## config.mk

```make
export PLATFORM = sky130hd
export DESIGN_NAME = dt_cal_timer
export DESIGN_NICKNAME = d
export VERILOG_FILES = /design/src/rtl/dtc_pkg.sv /design/src/rtl/dtc_cmd_decode.sv /design/src/rtl/dtc_pulse_meter.sv /design/src/rtl/dtc_frame_mon.sv /design/src/rtl/dt_cal_timer.sv
export SDC_FILE = /design/constraint.sdc
export NUM_CORES = 1
export LEC_CHECK = 0
export BUFFER_PORTS_ARGS = -buffer_cell sky130_fd_sc_hd__clkbuf_2
export CORE_ASPECT_RATIO = 1.1
export CORE_MARGIN = 5
export CORE_UTILIZATION = 45
export DETAILED_ROUTE_END_ITERATION = 6
export GPL_ROUTABILITY_DRIVEN = 0
export PLACE_DENSITY = 0.62
export SETUP_SLACK_MARGIN = 0.2
export SLEW_MARGIN = 20
export SYNTH_ARGS = -nofsm -noshare
export SYNTH_HDL_FRONTEND = slang
export SYNTH_HIERARCHICAL = 1
export SYNTH_SLANG_ARGS = --single-unit
```

## constraint.sdc

```tcl
create_clock -name clk -period 2.66 [get_ports clk]
set_input_delay 0.532 -clock clk [delete_from_list [all_inputs] [get_ports clk]]
set_output_delay 0.532 -clock clk [all_outputs]
set_load 0.1 [all_outputs]
```

## src/rtl/dtc_pkg.sv

```systemverilog
package dtc_pkg;

    typedef enum logic [1:0] {
        DT_IDLE,
        DT_ARMED,
        DT_MEASURE
    } dt_state_e;

    typedef enum logic [1:0] {
        CMD_NONE,
        CMD_CAL,
        CMD_ZERO
    } dt_cmd_e;

    localparam logic [2:0] DT_OPCODE = 3'b100;

    function automatic dt_cmd_e decode_cmd(input logic [7:0] b);
        if (b[7:5] != DT_OPCODE) begin
            return CMD_NONE;
        end
        return b[0] ? CMD_CAL : CMD_ZERO;
    endfunction

endpackage

```

## src/rtl/dtc_cmd_decode.sv

```systemverilog
module dtc_cmd_decode
    import dtc_pkg::*;
(
    input  logic       cmd_valid,
    input  logic [7:0] cmd_byte,
    input  logic       blocked,
    output dt_cmd_e    cmd_kind
);

    always_comb begin
        cmd_kind = CMD_NONE;
        if (cmd_valid && !blocked) begin
            cmd_kind = decode_cmd(cmd_byte);
        end
    end

endmodule

```

## src/rtl/dtc_pulse_meter.sv

```systemverilog
module dtc_pulse_meter
    import dtc_pkg::*;
#(
    parameter int CNT_W     = 16,
    parameter int DIV_SHIFT = 4,
    parameter int DT_W      = 8
) (
    input  logic            clk,
    input  logic            rst,
    input  logic            cs_n,
    input  dt_cmd_e         cmd_kind,
    output logic            measuring,
    output logic            upd_valid,
    output logic [DT_W-1:0] upd_value
);

    localparam int QUO_W = CNT_W - DIV_SHIFT;
    localparam logic [CNT_W-1:0] CNT_MAX = {CNT_W{1'b1}};

    dt_state_e        state_q;
    logic             cs_q;
    logic [CNT_W-1:0] cnt_q;
    logic [QUO_W-1:0] quo;

    always_ff @(posedge clk) begin
        if (rst) begin
            state_q <= DT_IDLE;
            cs_q    <= 1'b1;
            cnt_q   <= '0;
        end else begin
            cs_q <= cs_n;
            unique case (state_q)
                DT_IDLE: begin
                    if (cmd_kind == CMD_CAL) begin
                        state_q <= DT_ARMED;
                    end
                end
                DT_ARMED: begin
                    if (cmd_kind == CMD_ZERO) begin
                        state_q <= DT_IDLE;
                    end else if (cs_q && !cs_n) begin
                        state_q <= DT_MEASURE;
                        cnt_q   <= CNT_W'(1);
                    end
                end
                DT_MEASURE: begin
                    if (cs_n) begin
                        state_q <= DT_IDLE;
                    end else if (cnt_q != CNT_MAX) begin
                        cnt_q <= cnt_q + CNT_W'(1);
                    end
                end
                default: state_q <= DT_IDLE;
            endcase
        end
    end

    assign measuring = (state_q == DT_MEASURE);
    assign upd_valid = measuring && cs_n;
    assign quo       = cnt_q[CNT_W-1:DIV_SHIFT];

    generate
        if (QUO_W > DT_W) begin : g_sat
            always_comb begin
                if (quo > QUO_W'({DT_W{1'b1}})) begin
                    upd_value = {DT_W{1'b1}};
                end else begin
                    upd_value = quo[DT_W-1:0];
                end
            end
        end else begin : g_direct
            assign upd_value = DT_W'(quo);
        end
    endgenerate

endmodule

```

## src/rtl/dtc_frame_mon.sv

```systemverilog
module dtc_frame_mon #(
    parameter int N_LINES = 2
) (
    input  logic               clk,
    input  logic               rst,
    input  logic               measuring,
    input  logic [N_LINES-1:0] lines,
    input  logic               err_clr,
    output logic               frame_err
);

    logic [N_LINES-1:0] lines_q;
    logic [N_LINES-1:0] toggled;

    genvar gi;
    generate
        for (gi = 0; gi < N_LINES; gi++) begin : g_line
            always_ff @(posedge clk) begin
                if (rst) begin
                    lines_q[gi] <= 1'b0;
                end else begin
                    lines_q[gi] <= lines[gi];
                end
            end
            assign toggled[gi] = lines[gi] ^ lines_q[gi];
        end
    endgenerate

    always_ff @(posedge clk) begin
        if (rst) begin
            frame_err <= 1'b0;
        end else if (measuring && (|toggled)) begin
            frame_err <= 1'b1;
        end else if (err_clr) begin
            frame_err <= 1'b0;
        end
    end

endmodule

```

## src/rtl/dt_cal_timer.sv

```systemverilog
module dt_cal_timer
    import dtc_pkg::*;
#(
    parameter int CNT_W     = 16,
    parameter int DIV_SHIFT = 4,
    parameter int DT_W      = 8
) (
    input  logic            clk,
    input  logic            rst,
    input  logic            cs_n,
    input  logic            sdi,
    input  logic            sck,
    input  logic            cmd_valid,
    input  logic [7:0]      cmd_byte,
    input  logic            err_clr,
    output logic [DT_W-1:0] deadtime,
    output logic            frame_err,
    output logic            spi_ignore
);

    localparam logic [DT_W-1:0] DT_RESET = {DT_W{1'b1}};

    dt_cmd_e         cmd_kind;
    logic            measuring;
    logic            upd_valid;
    logic [DT_W-1:0] upd_value;

    dtc_cmd_decode u_decode (
        .cmd_valid (cmd_valid),
        .cmd_byte  (cmd_byte),
        .blocked   (measuring),
        .cmd_kind  (cmd_kind)
    );

    dtc_pulse_meter #(
        .CNT_W     (CNT_W),
        .DIV_SHIFT (DIV_SHIFT),
        .DT_W      (DT_W)
    ) u_meter (
        .clk       (clk),
        .rst       (rst),
        .cs_n      (cs_n),
        .cmd_kind  (cmd_kind),
        .measuring (measuring),
        .upd_valid (upd_valid),
        .upd_value (upd_value)
    );

    dtc_frame_mon #(
        .N_LINES (2)
    ) u_frame (
        .clk       (clk),
        .rst       (rst),
        .measuring (measuring),
        .lines     ({sck, sdi}),
        .err_clr   (err_clr),
        .frame_err (frame_err)
    );

    always_ff @(posedge clk) begin
        if (rst) begin
            deadtime <= DT_RESET;
        end else if (cmd_kind == CMD_ZERO) begin
            deadtime <= '0;
        end else if (upd_valid) begin
            deadtime <= upd_value;
        end
    end

    assign spi_ignore = measuring;

endmodule

```

### After elaboration in Yosys (flattened, before gate mapping)

Cells that the tools add are included.

| cells by class | value |
|---|---|
| add/sub/neg operators | 1 |
| order comparisons | 1 |
| eq/ne operators | 13 |
| muxes and demuxes | 21 |
| bitwise operators | 2 |
| reductions and logical operators | 13 |

Operators by type and width:

| kind | number |
|---|---|
| 16-bit two-way mux | 4 |
| 16-bit case mux with 2 select lines | 1 |
| 8-bit two-way mux | 3 |
| 16-bit by 1-bit adder with 16-bit output, second input constant | 1 |
| 2-bit two-way mux | 8 |
| 16-bit != test, second input constant | 1 |
| 12-bit by 8-bit greater-than comparator with 1-bit output, second input constant | 1 |
| 2-bit by 1-bit != test with 1-bit output, second input constant | 3 |
| 2-bit != test, second input constant | 3 |
| 2-bit case mux with 3 select lines | 1 |
| 2-bit nonzero test | 3 |
| 5-bit AND reduction | 1 |
| 2-bit by 1-bit == test with 1-bit output, second input constant | 2 |
| 2-bit == test, second input constant | 2 |
| 1-bit logical AND | 4 |
| 1-bit two-way mux | 4 |
| 3-bit by 2-bit != test with 1-bit output, second input constant | 1 |
| 3-bit != test, second input constant | 1 |
| 3-bit AND reduction | 1 |
| 1-bit logical NOT | 2 |
| 2-bit logical NOT | 1 |
| 2-bit OR reduction | 1 |
| 1-bit bitwise XOR | 2 |

| word-level totals | value |
|---|---|
| flip-flop bits (word level) | 30 |
| input bits | 15 |
| output and inout bits | 10 |
| word-level logic and storage cells | 58 |

### Logic depth before layout (Yosys ltp)

| depth | value |
|---|---|
| depth after elaboration | 9 |
| depth in mapped cells | 8 |

### Cells and area by module

Netlist, hierarchy kept.

By module, submodules not included:

| module | instances | cells each | area an instance (um^2) |
|---|---|---|---|
| dtc_pulse_meter | 1 | 140 | 1157.4 |
| dt_cal_timer | 1 | 27 | 322.8 |
| dtc_frame_mon | 1 | 10 | 106.4 |
| dtc_cmd_decode | 1 | 5 | 36.3 |

### Worst setup path after synthesis

No wires, ideal clock.

| timing | value |
|---|---|
| kind | reg2reg |
| start | reg u_meter.state_q[0] |
| end | reg u_meter.cnt_q[6] |
| arrival time | 2.466 ns |
| data required time | 2.600 ns |
| path slack | 0.134 ns |
| cell stages (with the launch flop) | 9 |
| buffers on the path | 0 |
| path through | dfxtp_1 > nand2b_1 > inv_1 > nand2b_4 > nor4_1 > nand2b_1 > nand3_1 > a2111oi_0 > a22o_1 |

| between the ends | value |
|---|---|
| cells in the longest elaborated chain, start to end | 7 |
| elaborated cells between the ends (all ways) | 13 |
| those cells by class | eq/ne (7); mux (2); reduce/logical (4) |

Ends and longest elaborated chain:

| what | RTL line | source |
|---|---|---|
| start: declaration | dtc_pulse_meter.sv:20 | `dt_state_e state_q;` |
| start signal: assignment | dtc_pulse_meter.sv:27 | `state_q <= DT_IDLE;` |
| start signal: assignment | dtc_pulse_meter.sv:35 | `state_q <= DT_ARMED;` |
| start signal: assignment | dtc_pulse_meter.sv:40 | `state_q <= DT_IDLE;` |
| 2-bit == test | dtc_pulse_meter.sv:58 | `assign measuring = (state_q == DT_MEASURE);` |
| via spi_ignore | dt_cal_timer.sv:18 | `output logic spi_ignore` |
| 1-bit logical NOT | dtc_cmd_decode.sv:12 | `if (cmd_valid && !blocked) begin` |
| 1-bit logical AND | dtc_cmd_decode.sv:12 |  |
| 2-bit two-way mux | dtc_cmd_decode.sv:12 |  |
| via cmd_kind[0] | dt_cal_timer.sv:23 | `dt_cmd_e cmd_kind;` |
| 2-bit == test | dtc_pulse_meter.sv:39 | `if (cmd_kind == CMD_ZERO) begin` |
| 2-bit != test (no source line) | n/a |  |
| 5-bit AND reduction (no source line) | n/a |  |
| end signal: assignment | dtc_pulse_meter.sv:50 | `cnt_q <= cnt_q + CNT_W'(1);` |
| end: declaration | dtc_pulse_meter.sv:22 | `logic [CNT_W-1:0] cnt_q;` |

The timed path passes the listed nets, and every way through them passes these cells.
A chain may end at the register's enable or synchronous reset.

### Worst setup path in the final report

| timing | value |
|---|---|
| start | reg u_meter.state_q[0] |
| end | reg u_meter.cnt_q[7] |

| between the ends | value |
|---|---|
| cells in the longest elaborated chain, start to end | 7 |
| elaborated cells between the ends (all ways) | 13 |
| those cells by class | eq/ne (7); mux (2); reduce/logical (4) |

Ends and longest elaborated chain:

| what | RTL line |
|---|---|
| 2-bit == test | dtc_pulse_meter.sv:58 |
| 1-bit logical NOT | dtc_cmd_decode.sv:12 |
| 1-bit logical AND | dtc_cmd_decode.sv:12 |
| 2-bit two-way mux | dtc_cmd_decode.sv:12 |
| via cmd_kind[0] | dt_cal_timer.sv:23 |
| 2-bit == test | dtc_pulse_meter.sv:39 |
| 2-bit != test (no source line) | n/a |
| 5-bit AND reduction (no source line) | n/a |

The timed path passes the listed nets, and every way through them passes these cells.

==> impl_metrics.json <==
{
  "overall_die_height_um": 72.99,
  "io_buffer_count": 20,
  "crit_path_end": "u_meter/cnt_q[7]$_SDFFE_PP0P_",
  "grt_antenna_before_repair": 0,
  "via_density_per_instance": 5.748,
  "path_class": "reg2reg",
  "place_ws_ns": 0.3979,
  "min_path_type": "in2reg",
  "clock_edge_transition_at_the_registers_on_the_reported_setup_and_hold_paths_ns": 0.10,
  "rsz_0062_raised_after_global_routing": "no",
  "critical-path-top-delay-family": "simple AND/OR/NAND/NOR gates",
  "detailedRoute.firstIterationViolations": 97,
  "antenna_cells_inserted": 0,
  "critical_path.startpoint_type": "flop",
  "slowest_stage": "sky130_fd_sc_hd__dfxtp_2",
  "synthesis.instances": 182,
  "fin_worst_skew_ns": 0.005715,
  "cts_hold_repair.buffers": 0,
  "critical-path-top-cell-by-count": "sky130_fd_sc_hd__nand2b_4",
  "dr_wl_met2_um": 1848,
  "place.detailed.instances": 247,
  "yosysSeqAreaShare_pct": 37.01,
  "detail_route.drc_violations": 0,
  "fill_cells": 342,
  "starting_density_of_the_core_pct": 47.54,
  "timing.rr.end": "u_meter/cnt_q[7]$_SDFFE_PP0P_",
  "irDropWorstVdd_uv": 248.5,
  "timing.critical_path.buf_inv": 1,
  "critical_path.startpoint": "u_meter/state_q[0]$_SDFFE_PP0P_",
  "crit_chain": "nand2b_4, clkinvlp_4, nand2b_4, nor4_2, nand2b_4, nand2_1, a21boi_2, o41ai_1",
  "yosysUniqueCellTypes": 48,
  "crit_path_max_fanout": 8,
  "ctsRootBufferMaster": "sky130_fd_sc_hd__clkbuf_4",
  "cts-htree-levels": 2,
  "timing.max_cap.violations": 0,
  "arrival_ns": 2.44,
  "die_w_um": 67.26,
  "flow.area_growth_from_synthesis_pct": 14.49,
  "static-leakage-power_nw": 0.6983,
  "core_region_area_um2": 3413,
  "fin_setup_tns_ns": 0,
  "top_sig_layer": "met4",
  "drt-pass1-iter-count": 4,
  "run_status": "complete, no violations",
  "post_route_cells_drive_above_1_share_pct": 23.30,
  "cts_buffers": 5,
  "fin_crit_sh_pct": 83.14,
  "global_route_total_overflow": 0,
  "synth_warnings": 6,
  "die_area_um2": 4909,
  "hold_viol_final": 0,
  "grt.total_usage_pct": 16.56,
  "cts_tree": "done",
  "route.final.wire_length_um": 3722,
  "r2r_setup_slack_ns": 0.45,
  "first_global_vias": 1384,
  "reg2regPathDepth": 8,
  "setup_slack_ns": 0.4486,
  "mapped_area_um2": 1623,
  "holdWs_ns": 0.4247,
  "power-per-cell-area_nw_per_um2": 422.2,
  "tritoncts_num_sinks": 30,
  "final_net_count": 222,
  "post_layout_nonfiller_instances": 254,
  "post-route-min-period_ns": 2.211,
  "cp.depth": 8,
  "fmaxAchievable_mhz": 452.2,
  "clock_latency_ns": 0.33,
  "rr_startpoint": "u_meter/state_q[0]$_SDFFE_PP0P_",
  "metal1_wirelength_um": 1672,
  "grt_start_max_net_pins": 21,
  "detailroute.via_count": 1460,
  "core.rowCount": 22,
  "timing.slew.headroom_pct": 57.67,
  "yosys_register_bits": 30,
  "met3WireLength_um": 150,
  "synth_fp_nets": 198,
  "slew_viol_final": 0,
  "setup-violations-final": 0,
  "synthesis.area_per_instance_um2": 8.917,
  "worst_ep_required_time_ns": 2.89,
  "final_core_utilization_pct": 54.44,
  "routedWlPerCell_um": 14.65,
  "end_kind": "flop",
  "grt_pass1_wl_um": 6265,
  "ant_nets_after_route": 0,
  "slowest_delay_ns": 0.40,
  "clock_path_buffers": 2,
  "worstMarginPinSlew_ns": 0.6332,
  "design.portCount": 25,
  "post-dp-hpwl_um": 2772
}
## metrics by stage
step	instance area (um2)	power [mW]
after floorplan	1654	0.5171
after global placement	1800	0.5346
after detailed placement	1800	0.5366
after CTS	1848	0.7911
after global routing	1858	0.8176
final	1858	0.7844
## state kept, by name (all words and copies together), names as in the netlist
name               count
u_meter/cnt_q         16
u_meter/cs_q           1
u_meter/state_q        2
u_frame/frame_err      1
u_frame/lines_q        2
deadtime               8
## where the power goes
part           internal (mW)  switching (mW)  leakage, nW
combinational         0.0205          0.0481        0.424
sequential             0.455         0.00361        0.244
clock                 0.0948           0.162       0.0308
total                  0.570           0.214        0.698
## worst register-to-register path, cell delays in order, from the launching register on
cell                         delay, ns
sky130_fd_sc_hd__dfxtp_2          0.40
sky130_fd_sc_hd__nand2b_4         0.18
sky130_fd_sc_hd__clkinvlp_4       0.16
sky130_fd_sc_hd__nand2b_4         0.19
sky130_fd_sc_hd__nor4_2           0.30
sky130_fd_sc_hd__nand2b_4         0.22
sky130_fd_sc_hd__nand2_1          0.10
sky130_fd_sc_hd__a21boi_2         0.20
sky130_fd_sc_hd__o41ai_1          0.36
## metal layers
metal / vias to the layer above / global-route usage, %
li1: 732 / -
met1: 691 / 19.98
met2: 32 / 27.73
met3: 5 / 5.085
met4: 0 / 5.405
met5: - / 0
## kinds of logic after synthesis
| group | count (synthesis) | share of synthesized area [%] |
|---|---|---|
| XOR/XNOR | 2 | 1.080 |
| flip-flops | 30 | 37.01 |
| adder cells (fa/ha/maj) | 1 | 0.7709 |
| AO/OA/AOI/OAI | 49 | 20.82 |
| multiplexers | 10 | 6.322 |
| AND/OR/NAND/NOR | 74 | 29.45 |
| buffers and inverters | 16 | 4.549 |
## how the worst min path moves through the flow
stage,startpoint,endpoint,slack [ns],cells past startpoint
after floorplan,u_meter/cnt_q[13]$_SDFFE_PP0P_,u_meter/cnt_q[13]$_SDFFE_PP0P_,0.46,1
after global placement,u_frame/frame_err$_SDFFE_PP0P_,u_frame/frame_err$_SDFFE_PP0P_,0.46,2
after detailed placement,u_frame/frame_err$_SDFFE_PP0P_,u_frame/frame_err$_SDFFE_PP0P_,0.48,2
after CTS,sdi,u_frame/lines_q[0]$_SDFF_PP0_,0.42,2
after global routing,sck,u_frame/lines_q[1]$_SDFF_PP0_,0.43,2
final,sdi,u_frame/lines_q[0]$_SDFF_PP0_,0.42,2
## layout make-up
class	instances	area [um2]	area share, %
multi-input cells	136	984.7	53.00
repair buffers	23	122.6	6.599
inverters	10	41.29	2.222
flip-flops and latches	30	601.8	32.39
clock inverters	2	10.01	0.5387
well taps	48	60.06	3.232
clock buffers	5	37.54	2.020
## synth_stat cells, drive strengths merged
master   number  area share (%)
dfxtp        30              37
nand2b       14             5.9
a31oi        12             4.6
inv          10             2.3
nand2        10             2.3
mux2i         8             4.9
o21bai        8             3.7
nand3         7             2.2
nand4         7             4.4
nor4          7             3.6
o21ai         7             2.4
a21oi         6             1.9
nor2          6             1.4
nor3          6             1.9
o211ai        6             2.8
or3           5             2.2
nor2b         4             1.5
buf           3             1.5
clkbuf        3            0.77
a32oi         2             1.1
mux2          2             1.4
or2           2            0.77
or4           2            0.92
xor2          2             1.1
a2111oi       1            0.54
a211oi        1            0.46
a21boi        1            0.69
a22o          1            0.54
a2bb2oi       1            0.54
and2          1            0.39
ha            1            0.77
nor3b         1            0.46
nor4b         1            0.92
nor4bb        1            0.62
o311ai        1            0.54
o31a          1            0.54
o41ai         1            0.54
## repair_timing
action	in CTS	in global routing
setup endpoints to repair	0	12
buffers inserted	0	0
endpoints found under the hold margin	0	0
gates resized for setup	0	2
## layout by cell type, fill, tap and decap left out, types with 2 or more instances in the layout
cell,count
sky130_fd_sc_hd__clkbuf_2,20
sky130_fd_sc_hd__or2_2,2
sky130_fd_sc_hd__nand2b_4,3
sky130_fd_sc_hd__nand3_1,7
sky130_fd_sc_hd__nor2b_1,4
sky130_fd_sc_hd__nand4_2,2
sky130_fd_sc_hd__o211ai_1,6
sky130_fd_sc_hd__dfxtp_1,29
sky130_fd_sc_hd__a32oi_1,2
sky130_fd_sc_hd__a31oi_1,12
sky130_fd_sc_hd__nand2b_1,11
sky130_fd_sc_hd__nor4_4,2
sky130_fd_sc_hd__nor2_1,6
sky130_fd_sc_hd__xor2_1,2
sky130_fd_sc_hd__clkinv_2,2
sky130_fd_sc_hd__inv_1,9
sky130_fd_sc_hd__nor3_1,6
sky130_fd_sc_hd__mux2i_1,8
sky130_fd_sc_hd__or3_1,4
sky130_fd_sc_hd__clkbuf_4,5
sky130_fd_sc_hd__nand2_1,10
sky130_fd_sc_hd__a21oi_1,6
sky130_fd_sc_hd__nand4_1,4
sky130_fd_sc_hd__buf_4,3
sky130_fd_sc_hd__o21bai_1,8
sky130_fd_sc_hd__o21ai_0,4
sky130_fd_sc_hd__nor4_1,4
sky130_fd_sc_hd__or4_1,2
sky130_fd_sc_hd__o21ai_1,2
Note: power is estimated with default switching activity, not from simulation.
